$ cat src/rtl/serial_frame_rx.sv
module serial_frame_rx #(
  parameter int DW        = 8,
  parameter int OVS       = 16,
  parameter int IDLE_BITS = 10
) (
  input  logic                  clk,
  input  logic                  rst_n,
  input  logic                  rxd,
  input  logic                  tick16,
  input  logic [$clog2(DW)-1:0] cfg_size,
  input  logic                  cfg_par_en,
  input  logic                  cfg_par_odd,
  input  logic                  cfg_two_stop,
  input  logic                  cfg_addr_mode,
  input  logic                  cfg_async,
  output logic [DW-1:0]         rx_data,
  output logic                  rx_valid,
  output logic                  rx_addr,
  output logic                  rx_perr,
  output logic                  rx_ferr
);
  localparam int SW       = $clog2(DW);
  localparam int CW       = $clog2(OVS);
  localparam int IDLE_MAX = IDLE_BITS * OVS;
  localparam int IW       = $clog2(IDLE_MAX + 1);
  localparam logic [CW-1:0] MID  = CW'(OVS / 2 - 1);
  localparam logic [CW-1:0] LAST = CW'(OVS - 1);

  typedef enum logic [2:0] {S_IDLE, S_START, S_DATA, S_ADDR, S_PAR, S_STOP1, S_STOP2} st_t;

  st_t           st;
  logic [2:0]    sync;
  logic          lvl_q;
  logic [CW-1:0] cnt;
  logic [SW-1:0] idx;
  logic [DW-1:0] shreg;
  logic          acc, abit, perr_q, ferr_q, idle_hit;
  logic [IW-1:0] idle_cnt;

  wire rx_s     = sync[1];
  wire fall     = lvl_q & ~rx_s;
  wire at_mid   = (cnt == MID);
  wire at_last  = (cnt == LAST);
  wire idle_top = (idle_cnt == IW'(IDLE_MAX));
  st_t after_data;
  st_t after_addr;

  assign after_addr = cfg_par_en ? S_PAR : S_STOP1;
  assign after_data = cfg_addr_mode ? S_ADDR : after_addr;

  always_ff @(posedge clk or negedge rst_n) begin
    if (!rst_n) sync <= 3'b111;
    else        sync <= {sync[1:0], rxd};
  end

  always_ff @(posedge clk or negedge rst_n) begin
    if (!rst_n) begin
      st       <= S_IDLE;
      lvl_q    <= 1'b1;
      cnt      <= '0;
      idx      <= '0;
      shreg    <= '0;
      acc      <= 1'b0;
      abit     <= 1'b0;
      perr_q   <= 1'b0;
      ferr_q   <= 1'b0;
      idle_hit <= 1'b0;
      idle_cnt <= '0;
      rx_data  <= '0;
      rx_valid <= 1'b0;
      rx_addr  <= 1'b0;
      rx_perr  <= 1'b0;
      rx_ferr  <= 1'b0;
    end else begin
      rx_valid <= 1'b0;
      if (tick16) lvl_q <= rx_s;
      if (!cfg_async) begin
        st <= S_IDLE;
      end else if (tick16) begin
        case (st)
          S_IDLE: begin
            if (fall) begin
              st       <= S_START;
              cnt      <= '0;
              idle_hit <= idle_top;
              idle_cnt <= '0;
            end else if (!rx_s) begin
              idle_cnt <= '0;
            end else if (!idle_top) begin
              idle_cnt <= idle_cnt + 1'b1;
            end
          end
          S_START: begin
            if (at_mid) begin
              cnt <= '0;
              if (!rx_s) begin
                st     <= S_DATA;
                idx    <= '0;
                shreg  <= '0;
                acc    <= 1'b0;
                abit   <= 1'b0;
                perr_q <= 1'b0;
                ferr_q <= 1'b0;
              end else begin
                st <= S_IDLE;
              end
            end else begin
              cnt <= cnt + 1'b1;
            end
          end
          default: begin
            if (!at_last) begin
              cnt <= cnt + 1'b1;
            end else begin
              cnt <= '0;
              case (st)
                S_DATA: begin
                  shreg[idx] <= rx_s;
                  acc        <= acc ^ rx_s;
                  if (idx == cfg_size) st <= after_data;
                  else                 idx <= idx + 1'b1;
                end
                S_ADDR: begin
                  abit <= rx_s;
                  acc  <= acc ^ rx_s;
                  st   <= after_addr;
                end
                S_PAR: begin
                  perr_q <= acc ^ rx_s ^ cfg_par_odd;
                  st     <= S_STOP1;
                end
                S_STOP1: begin
                  if (cfg_two_stop) begin
                    ferr_q <= ~rx_s;
                    st     <= S_STOP2;
                  end else begin
                    st       <= S_IDLE;
                    idle_cnt <= '0;
                    rx_valid <= 1'b1;
                    rx_data  <= shreg;
                    rx_addr  <= cfg_addr_mode ? abit : idle_hit;
                    rx_perr  <= cfg_par_en & perr_q;
                    rx_ferr  <= ~rx_s;
                  end
                end
                S_STOP2: begin
                  st       <= S_IDLE;
                  idle_cnt <= '0;
                  rx_valid <= 1'b1;
                  rx_data  <= shreg;
                  rx_addr  <= cfg_addr_mode ? abit : idle_hit;
                  rx_perr  <= cfg_par_en & perr_q;
                  rx_ferr  <= ferr_q | ~rx_s;
                end
                default: st <= S_IDLE;
              endcase
            end
          end
        endcase
      end
    end
  end
endmodule

$ cat config.mk
export PLATFORM = sky130hd
export DESIGN_NAME = serial_frame_rx
export DESIGN_NICKNAME = d
export VERILOG_FILES = /design/src/rtl/serial_frame_rx.sv
export SDC_FILE = /design/constraint.sdc
export NUM_CORES = 1
export LEC_CHECK = 0
export ABC_AREA = 1
export BUFFER_PORTS_ARGS = -buffer_cell sky130_fd_sc_hd__clkbuf_2
export CAP_MARGIN = 20
export CELL_PAD_IN_SITES_DETAIL_PLACEMENT = 0
export CELL_PAD_IN_SITES_GLOBAL_PLACEMENT = 1
export CORE_MARGIN = 1.5
export CORE_UTILIZATION = 45
export CTS_BUF_LIST = sky130_fd_sc_hd__clkbuf_2
export CTS_CLUSTER_DIAMETER = 150
export DETAILED_ROUTE_END_ITERATION = 16
export PLACE_DENSITY = 0.83
export RECOVER_POWER = 25
export SYNTH_ARGS = -nofsm -noshare
export SYNTH_HDL_FRONTEND = slang
export SYNTH_SLANG_ARGS = --single-unit
$ cat constraint.sdc
create_clock -name clk -period 1.7 [get_ports clk]
set_clock_uncertainty 0.05 [all_clocks]
set_input_delay 0.17 -clock clk [delete_from_list [all_inputs] [get_ports clk]]
set_output_delay 0.17 -clock clk [all_outputs]
set_load 0.02 [all_outputs]
==> impl.org, run 1 <==
** Status
- The flow ran to the end, and the final reports show no timing, DRC or antenna violations.

** Placed design
- Port-buffer cells :: 23
- The congestion estimate from routability-driven global placement came to 0.8073.
- Dpl hpwl :: 4417 um
- Placement Cell Area :: 0.002949 mm2

** Power and ir drop
- Worst ir drop on vdd :: 0.0003626 V
- Power share of the clock group :: 22.1%
- In this run the power density over the cells is 717.6 mW/mm2.
- Combinational power share :: 24.0%
- Total power consumption of the routed design :: 2.302 mW
- Cell-internal power :: 1.505 mW
- The analysis attributes to cell leakage a power of 1.644 nW.
- Fraction of power consumed by sequential logic :: 53.8%
- Switching component of the power :: 797.2 uW
- Fraction of power spent switching nets :: 34.63%

** Timing
- The worst path needs 1.641 ns of the cycle, external delays included.
- Number of pins exceeding their max-slew limit in the final report :: 0
- Remaining max-slew budget at the tightest pin :: 23.02%
- Setup violations remaining at the end of the flow were counted as 0.
- Summed over all failing endpoints, the final setup total negative slack is 0 ns.
- Dividing the final minimum period by the clock period gives 96.54%.
- The final hold violation count is 0.
- Based on the critical path, the design can be clocked at up to 609.3 MHz.
- Setup repair after global routing could not meet its margin everywhere.
- Actual slew at the worst max-slew pin :: 1.155 ns

** Worst setup path
- The critical path goes through inv_2 -> nand2_2 -> nor2_4 -> nand2_4 -> nand2_4 -> nor2_8 -> buf_4 -> o211ai_1 -> nand2_1 -> nand2_1.
- Startpoint of the most critical register-to-register path :: st[1]
- Destination of the worst register-to-register timing path :: shreg[0]
- Element type at the critical path end :: flop
- The most critical setup path has its startpoint at st[1].
- Together, buffers and inverters on the worst path number 2.
- Slowest library cell on the worst path :: sky130_fd_sc_hd__dfrtp_2
- Worst reg2reg setup slack :: 0.06 ns
- Critical Path Sink :: shreg[0]
- For the worst setup path, the data arrival time is 2.01 ns.
- Measured in cells, the most critical reg-to-reg path has a length of 10.
- The largest single stage delay on the critical path is 0.52 ns.
- The kind of cell with the highest combined delay along the critical path is simple AND/OR/NAND/NOR gates.
- Startpoint Class :: flop
- In this run the worst path has a maximum fanout of 6.
- Cell count along the critical path :: 10
- Kind of critical path :: flop to flop
- For the worst setup path, the data required time is 2.07 ns.

** Clock network
- Deepest clock path buffer count :: 2
- At the later pin of the worst-skew pair, clock insertion delay measures 0.45 ns.
- TritonCTS built the clock tree.
- Clock input transition at the sequential cells of the worst setup and hold paths :: 0.28 ns
- Counting every sink on the clock net gives 46.
- Clock root cell :: sky130_fd_sc_hd__clkbuf_2
- TritonCTS buffer count :: 5
- The H-tree was split into 2 levels.

** Synthesis
- The synthesized design contains 46 register bits.
- Ys Warns :: 0
- Average size of a mapped cell :: 7.613 um2
- Synthesis instantiated 32 different standard cells from the library.
- Syn Std Cell Area :: 0.002703 mm2
- Syn Inst Count :: 355
- Sequential cells were found to cover 42.73% of the synthesized design area.
- Counting every net in the synthesized netlist gives 371.

** Die
- Effective utilization at floorplan :: 46.19%
- Number of rows created at floorplan :: 28
- Height of the chip :: 80.50 um
- Measured along the x axis, the die boundary spans 80.50 um.
- Total die area :: 0.006479 mm2
- Floorplan Core Area :: 0.005851 mm2
- 24 I/O pins were placed.

** Worst hold path
- The path class of the tightest hold or removal check is input pin to flop.

** Drt
- The detail route stage leaves a number of antenna-violating nets equal to 0.
- Via count :: 2428
- Remaining DRCs :: 0
- Per-cell via count in the routed design :: 5.090
- Detailed-route wire length per cell :: 12.97 um
- The final layout contains routed wiring with a total length of 6188 um.
- After the first detailed-routing iteration, the DRC count stood at 150.
- Total iterations of the first detailed-routing run :: 4

** Run
- Max-cap violation count :: 0

** Global routing
- Wire length of the first global-routing pass :: 10320 um
- The number of antenna violations at the first check in global routing is 0.
- The via count of the first global-routing pass was 2232.
- Global routing finished with a remaining overflow of 0.
- Entering global routing, the biggest net connects 47 pins.
- Across every metal layer, demand over resource in global routing totals 20.75%.

** Cells and area
- In the final layout, flip-flops and latches occupy 0.001156 mm2.
- Final layout net count :: 417
- Leaving out fill and tap cells, the most frequent cell in the layout is sky130_fd_sc_hd__nand2_1.
- Antenna Diode Count :: 0
- Fill cells in the final layout number 591.
- The multi-input combinational cells in the finished layout cover a total of 0.001388 mm2.
- The library cells used most frequently in the layout, excluding fill and tap cells, are sky130_fd_sc_hd__nand2_1 (98), sky130_fd_sc_hd__dfrtp_1 (42), sky130_fd_sc_hd__inv_1 (37), sky130_fd_sc_hd__clkbuf_2 (29), sky130_fd_sc_hd__nand3_1 (26).
- The finished cells cover 0.003208 mm2.
- Layout area overhead :: 18.70%
- Of the cells placed in the final design, the portion with a size suffix greater than 1 is 25.62%.
==> power groups by stage <==
stage	sequential, mW	combinational (mW)	clock, mW
floorplan	1.24	0.335	0
global placement	1.25	0.490	0
detailed placement	1.26	0.497	0
CTS	1.24	0.512	0.532
global route	1.25	0.623	0.579
finish	1.24	0.554	0.510
==> worst reg2reg max path: cells and delay by family, from the launching register on <==
family	cells	cell delay, ns
flops	1	0.52
buf+inv	2	0.25
compound gates	1	0.07
simple gates	7	0.73
==> what timing repair did <==
item	4_1_cts	5_1_grt
setup buffers	0	5
resized for setup	1	26
hold buffers	8	0
endpoints found under the setup margin	3	33
gates cloned	0	1
pin swaps	0	18
endpoints found under the hold margin	55	0
==> registers in the layout (all words and copies together), names as in the netlist <==
name      count
abit          1
acc           1
cnt           4
ferr_q        1
idle_cnt      8
idle_hit      1
idx           3
lvl_q         1
perr_q        1
rx_addr       1
rx_data       8
rx_ferr       1
rx_perr       1
rx_valid      1
shreg         8
st            3
sync          2
==> per-layer routing <==
layer	global-route usage (%)	vias to the layer above	wire, um
met5	0	-	0
met4	7.759	0	139
met3	3.864	12	236
met2	33.28	50	2944
met1	27.65	1127	2867
li1	-	1239	-
==> how the worst min path moves through the flow <==
stage	startpoint	endpoint	slack (ns)	cells after the start
floorplan	rst_n	abit	-0.18	0
global placement	rst_n	rx_data[6]	0.13	2
detailed placement	rst_n	rx_data[6]	0.13	2
CTS	cfg_size[1]	st[1]	0.11	6
global route	cfg_size[1]	st[1]	0.12	6
finish	cfg_size[1]	st[1]	0.11	6
==> cell usage after synthesis <==
master | count | area [um2]
sky130_fd_sc_hd__nor2_8 | 2 | 40.04
sky130_fd_sc_hd__buf_2 | 7 | 35.03
sky130_fd_sc_hd__nand2_1 | 106 | 397.9
sky130_fd_sc_hd__inv_1 | 40 | 150.1
sky130_fd_sc_hd__buf_4 | 2 | 15.01
sky130_fd_sc_hd__o211ai_1 | 8 | 60.06
sky130_fd_sc_hd__a21oi_4 | 1 | 16.27
sky130_fd_sc_hd__nand2_4 | 3 | 33.78
sky130_fd_sc_hd__nand4_1 | 7 | 43.79
sky130_fd_sc_hd__or2_2 | 1 | 6.260
sky130_fd_sc_hd__nand3_1 | 26 | 130.1
sky130_fd_sc_hd__a21oi_1 | 10 | 50.05
sky130_fd_sc_hd__xor2_1 | 1 | 8.760
sky130_fd_sc_hd__nand2_2 | 8 | 50.05
sky130_fd_sc_hd__nor2_4 | 4 | 45.04
sky130_fd_sc_hd__nor2_2 | 2 | 12.51
sky130_fd_sc_hd__and3_1 | 1 | 6.260
sky130_fd_sc_hd__mux2i_1 | 1 | 10.01
sky130_fd_sc_hd__buf_6 | 2 | 22.52
sky130_fd_sc_hd__a211oi_1 | 1 | 7.510
sky130_fd_sc_hd__dfrtp_1 | 43 | 1076
sky130_fd_sc_hd__nor3_1 | 11 | 55.05
sky130_fd_sc_hd__nor4_1 | 3 | 18.77
sky130_fd_sc_hd__o21ai_0 | 17 | 85.08
sky130_fd_sc_hd__dfstp_2 | 3 | 78.83
sky130_fd_sc_hd__o221ai_1 | 1 | 8.760
sky130_fd_sc_hd__ha_1 | 4 | 50.05
sky130_fd_sc_hd__inv_2 | 7 | 26.28
sky130_fd_sc_hd__nor2_1 | 18 | 67.56
sky130_fd_sc_hd__o21ai_1 | 12 | 60.06
sky130_fd_sc_hd__xnor2_1 | 2 | 17.52
sky130_fd_sc_hd__nand3_4 | 1 | 17.52
==> per-stage QoR <==
stage	hold slack, ns	setup slack, ns	util, %	std cells
final	0.1071	0.05884	54.83	477
after CTS	0.1065	0.02569	52.65	471
after global routing	0.1229	-0.05207	54.83	477
after floorplan	-0.1756	0.1951	-	355
after detailed placement	0.1311	0.01796	50.41	455
after global placement	0.1295	0.07824	50.41	455
==> kinds of logic (layout without fill, tap and decap cells) <==
| family | count (synthesis) | after routing | share of synthesized area (%) |
|---|---|---|---|
| adder cells (fa/ha/maj) | 4 | 4 | 1.852 |
| multiplexers | 1 | 1 | 0.3704 |
| flip-flops | 46 | 46 | 42.73 |
| XOR/XNOR | 3 | 3 | 0.9724 |
| buffers and inverters | 58 | 104 | 9.213 |
| AND/OR/NAND/NOR | 193 | 194 | 34.21 |
| AO/OA/AOI/OAI | 50 | 50 | 10.65 |
==> layout make-up <==
type / count / share of cell area, %
Multi-Input combinational cell: 252 / 43.25
Sequential cell: 46 / 36.04
Timing Repair Buffer: 49 / 10.73
Inverter: 47 / 5.499
Tap cell: 75 / 2.925
Clock buffer: 5 / 0.7800
Clock inverter: 3 / 0.7800
(Power assumes the default switching activity.)
==> inputs of run 2 (changes only) <==
- BUFFER_PORTS_ARGS: -buffer_cell sky130_fd_sc_hd__clkbuf_2 -> -buffer_cell sky130_fd_sc_hd__buf_2
- CAP_MARGIN: 20 -> not set
==> impl.org, run 2 (synthesized netlist as in run 1, its figures left out) <==
** Cells and area
- Layout area overhead :: 17.87%
- Once layout is complete, the utilization of the core stands at 54.45%.
- Summing all flip-flop and latch instances after layout gives 0.001156 mm2.
- Largest regs :: idle_cnt (8), rx_data (8), shreg (8)
- The multi-input combinational cells in the finished layout cover a total of 0.001365 mm2.
- The library cell used most frequently in the layout, excluding fill and tap cells, is sky130_fd_sc_hd__nand2_1.
- Cells with a size suffix above 1 make up 25.81% of the layout.
- Leaving out fill and tap cells, the most frequent cells in the layout are sky130_fd_sc_hd__nand2_1 (98), sky130_fd_sc_hd__dfrtp_1 (42), sky130_fd_sc_hd__inv_1 (38), sky130_fd_sc_hd__nand3_1 (24), sky130_fd_sc_hd__buf_2 (23).
- After the last flow step, the layout net total stands at 418.
- Post-route insts no fill :: 478
- Fill cell instance count of the final layout :: 594
- The repair_antennas step left the layout with diodes totalling 0.
- Post-route cell area :: 0.003186 mm2

** Run
- Max-cap violations in this run came to 0.

** Power and ir drop
- Worst ir drop on vdd :: 0.0004823 V
- Total power consumption of the routed design :: 2.310 mW
- For this design the static power due to leakage is 1.648 nW.
- Power spread over the standard cell area amounts to 725.2 mW/mm2.

** Clock network
- Maximum level of the CTS H-tree :: 2
- Clock input transition at the sequential cells of the worst setup and hold paths :: 0.29 ns
- TritonCTS buffer count :: 5
- The root buffer cell chosen for the clock tree is sky130_fd_sc_hd__clkbuf_2.
- For this design, the sink count on the clock tree is 46.
- Deepest clock path buffer count :: 2
- Clock latency reported for the late side of the worst-skew pair :: 0.44 ns
- CTS tree :: yes

** Timing
- Number of hold-slack violations in the final timing report :: 0
- Worst-case setup margin in the final layout :: 0.05883 ns
- Post-Route Hold Slack :: 0.01885 ns
- Actual slew at the worst max-slew pin :: 1.202 ns
- After layout, the worst path uses 96.54% of the clock period.
- Remaining max-slew budget at the tightest pin :: 19.85%
- Setup repair after global routing could not meet its margin everywhere.
- Peak Freq :: 609.3 MHz
- For the finished layout, the period the worst path requires is 1.641 ns.
- The final-report max-slew violation count was 0.
- Setup violations remaining at the end of the flow were counted as 0.
- After routing, the total negative slack on setup checks comes to 0 ns.

** Worst setup path
- The signal on the critical path passes through inv_2 -> nor2_4 -> nand2_4 -> nand2_2 -> nand2_4 -> nor2_8 -> nand2_4 -> nor2_8 -> nand2_1 -> nand2_1.
- Data required, critical path :: 2.08 ns
- Startpoint of the most critical register-to-register path :: st[0]
- Counting both buffers and inverters, the worst setup path holds a total of 1.
- Critical Path Start :: st[0]
- Largest fanout on the critical path :: 8
- Slowest library cell on the worst path :: sky130_fd_sc_hd__dfrtp_1
- The worst register-to-register path has a setup slack of 0.06 ns.
- Family of cells with the greatest summed delay on the critical path :: simple AND/OR/NAND/NOR gates
- Stage delay of the slowest cell on the critical path :: 0.45 ns
- Arrival time of the worst setup path :: 2.02 ns
- In this run the critical register-to-register path is captured at shreg[2].
- By instance count, the cell type seen most on the critical path is sky130_fd_sc_hd__nand2_4.
- For the worst flop-to-flop path, the logic depth is 10.
- Kind of critical path :: flop to flop
- STA classifies the critical path endpoint as a flop.
- The critical path ends at shreg[2].
- Startpoint Class :: flop
- Cell count along the critical path :: 10

** Die
- X dimension of the die :: 80.50 um
- Height of the chip :: 80.50 um
- After floorplanning, the core was sized to cover 0.005851 mm2.
- Effective utilization at floorplan :: 46.19%
- Number of rows created at floorplan :: 28
- The floorplan step defined a die boundary enclosing 0.006479 mm2.
- Number of top-level pins :: 24

** Drt
- Count of antenna-violating nets left after detailed routing :: 0
- After detailed routing, the average wire length per cell comes to 13.42 um.
- Remaining DRCs :: 0
- DRT Wirelength :: 6413 um
- The routed layout has 2466 vias.
- DR iter-0 viols :: 163
- For this run, the detailed router's first-pass iteration total came to 4.
- In the routed layout, each cell is associated on average with a via count of 5.159.

** Global routing
- The via count of the first global-routing pass is 2265.
- After global routing the overflow that remains totals 0.
- Antenna violations before repair :: 0
- All-layer global routing usage :: 21.25%
- Wire length of the first global-routing pass :: 10490 um
- Entering global routing, the biggest net connects 47 pins.

** Status
- The flow ran to the end, and the final reports show no timing, DRC or antenna violations.

** Placed design
- Buffers placed on the I/O ports in this run total 23.
- Global placer's final weighted congestion :: 0.8041
- Once detailed placement completed, the half-perimeter wirelength came to 4494 um.
- OpenSTA, run right after detailed placement, puts the worst setup slack at 0.02941 ns.
- In this run the cell area measured after placement is 0.002949 mm2.
- Total placed cells including tap cells :: 455

** Worst hold path
- In this run the worst hold path is classified as input pin to flop.
run 2: cell count changes in the layout (fill, tap and decap cells not counted), sizes merged:
| cell | change |
|---|---|
| dlygate4sd3 | -1 |
| clkbuf | -23 |
| nand2 | -1 |
| buf | +26 |
run 2: layout make-up:
| cell class | instances | share of cell area, % |
|---|---|---|
| tap | 75 | 2.946 |
| multi-input combinational | 251 | 42.85 |
| sequential | 46 | 36.29 |
| clock inverter | 3 | 0.7855 |
| clock buffer | 5 | 0.7855 |
| timing repair buffer | 51 | 10.80 |
| inverter | 47 | 5.538 |
run 2: routing by layer:
metal / GRT usage [%] / wire, um / part of all wire, %
met1: 27.94 / 2932 / 46
met5: 0 / 0 / 0
met4: 5.690 / 104 / 1.6
met2: 35.55 / 3124 / 49
met3: 4.091 / 252 / 3.9
run 2: worst min path at each step:
stage / from / end / slack (ns) / depth (start not counted)
2_1_floorplan: rst_n / abit / -0.18 / 0
3_3_place_gp: rst_n / rx_data[6] / 0.13 / 2
3_5_place_dp: rst_n / rx_data[7] / 0.13 / 2
4_1_cts: cfg_addr_mode / rx_addr / 0.01 / 3
5_1_grt: cfg_addr_mode / rx_addr / 0.01 / 3
6_report: cfg_addr_mode / rx_addr / 0.02 / 3
run 2: report_power, final:
| group | total (mW) | internal, mW | switching [mW] | leakage [nW] |
|---|---|---|---|---|
| clock network | 0.521 | 0.110 | 0.411 | 0.0296 |
| logic | 0.550 | 0.216 | 0.334 | 1.00 |
| registers | 1.24 | 1.18 | 0.0603 | 0.618 |
run 2: worst register-to-register path: cells and delay by family, from the launching register on:
kind | cells | cell delay, ns
simple gates | 9 | 1.05
flops | 1 | 0.45
buf+inv | 1 | 0.07
run 2: what timing repair did:
item                                    in CTS  in global routing
hold endpoints to repair                    54                  0
endpoints found under the setup margin       3                 34
pin swaps                                    0                 17
hold buffers                                 7                  0
setup buffers                                0                  8
resized for setup                            1                 23
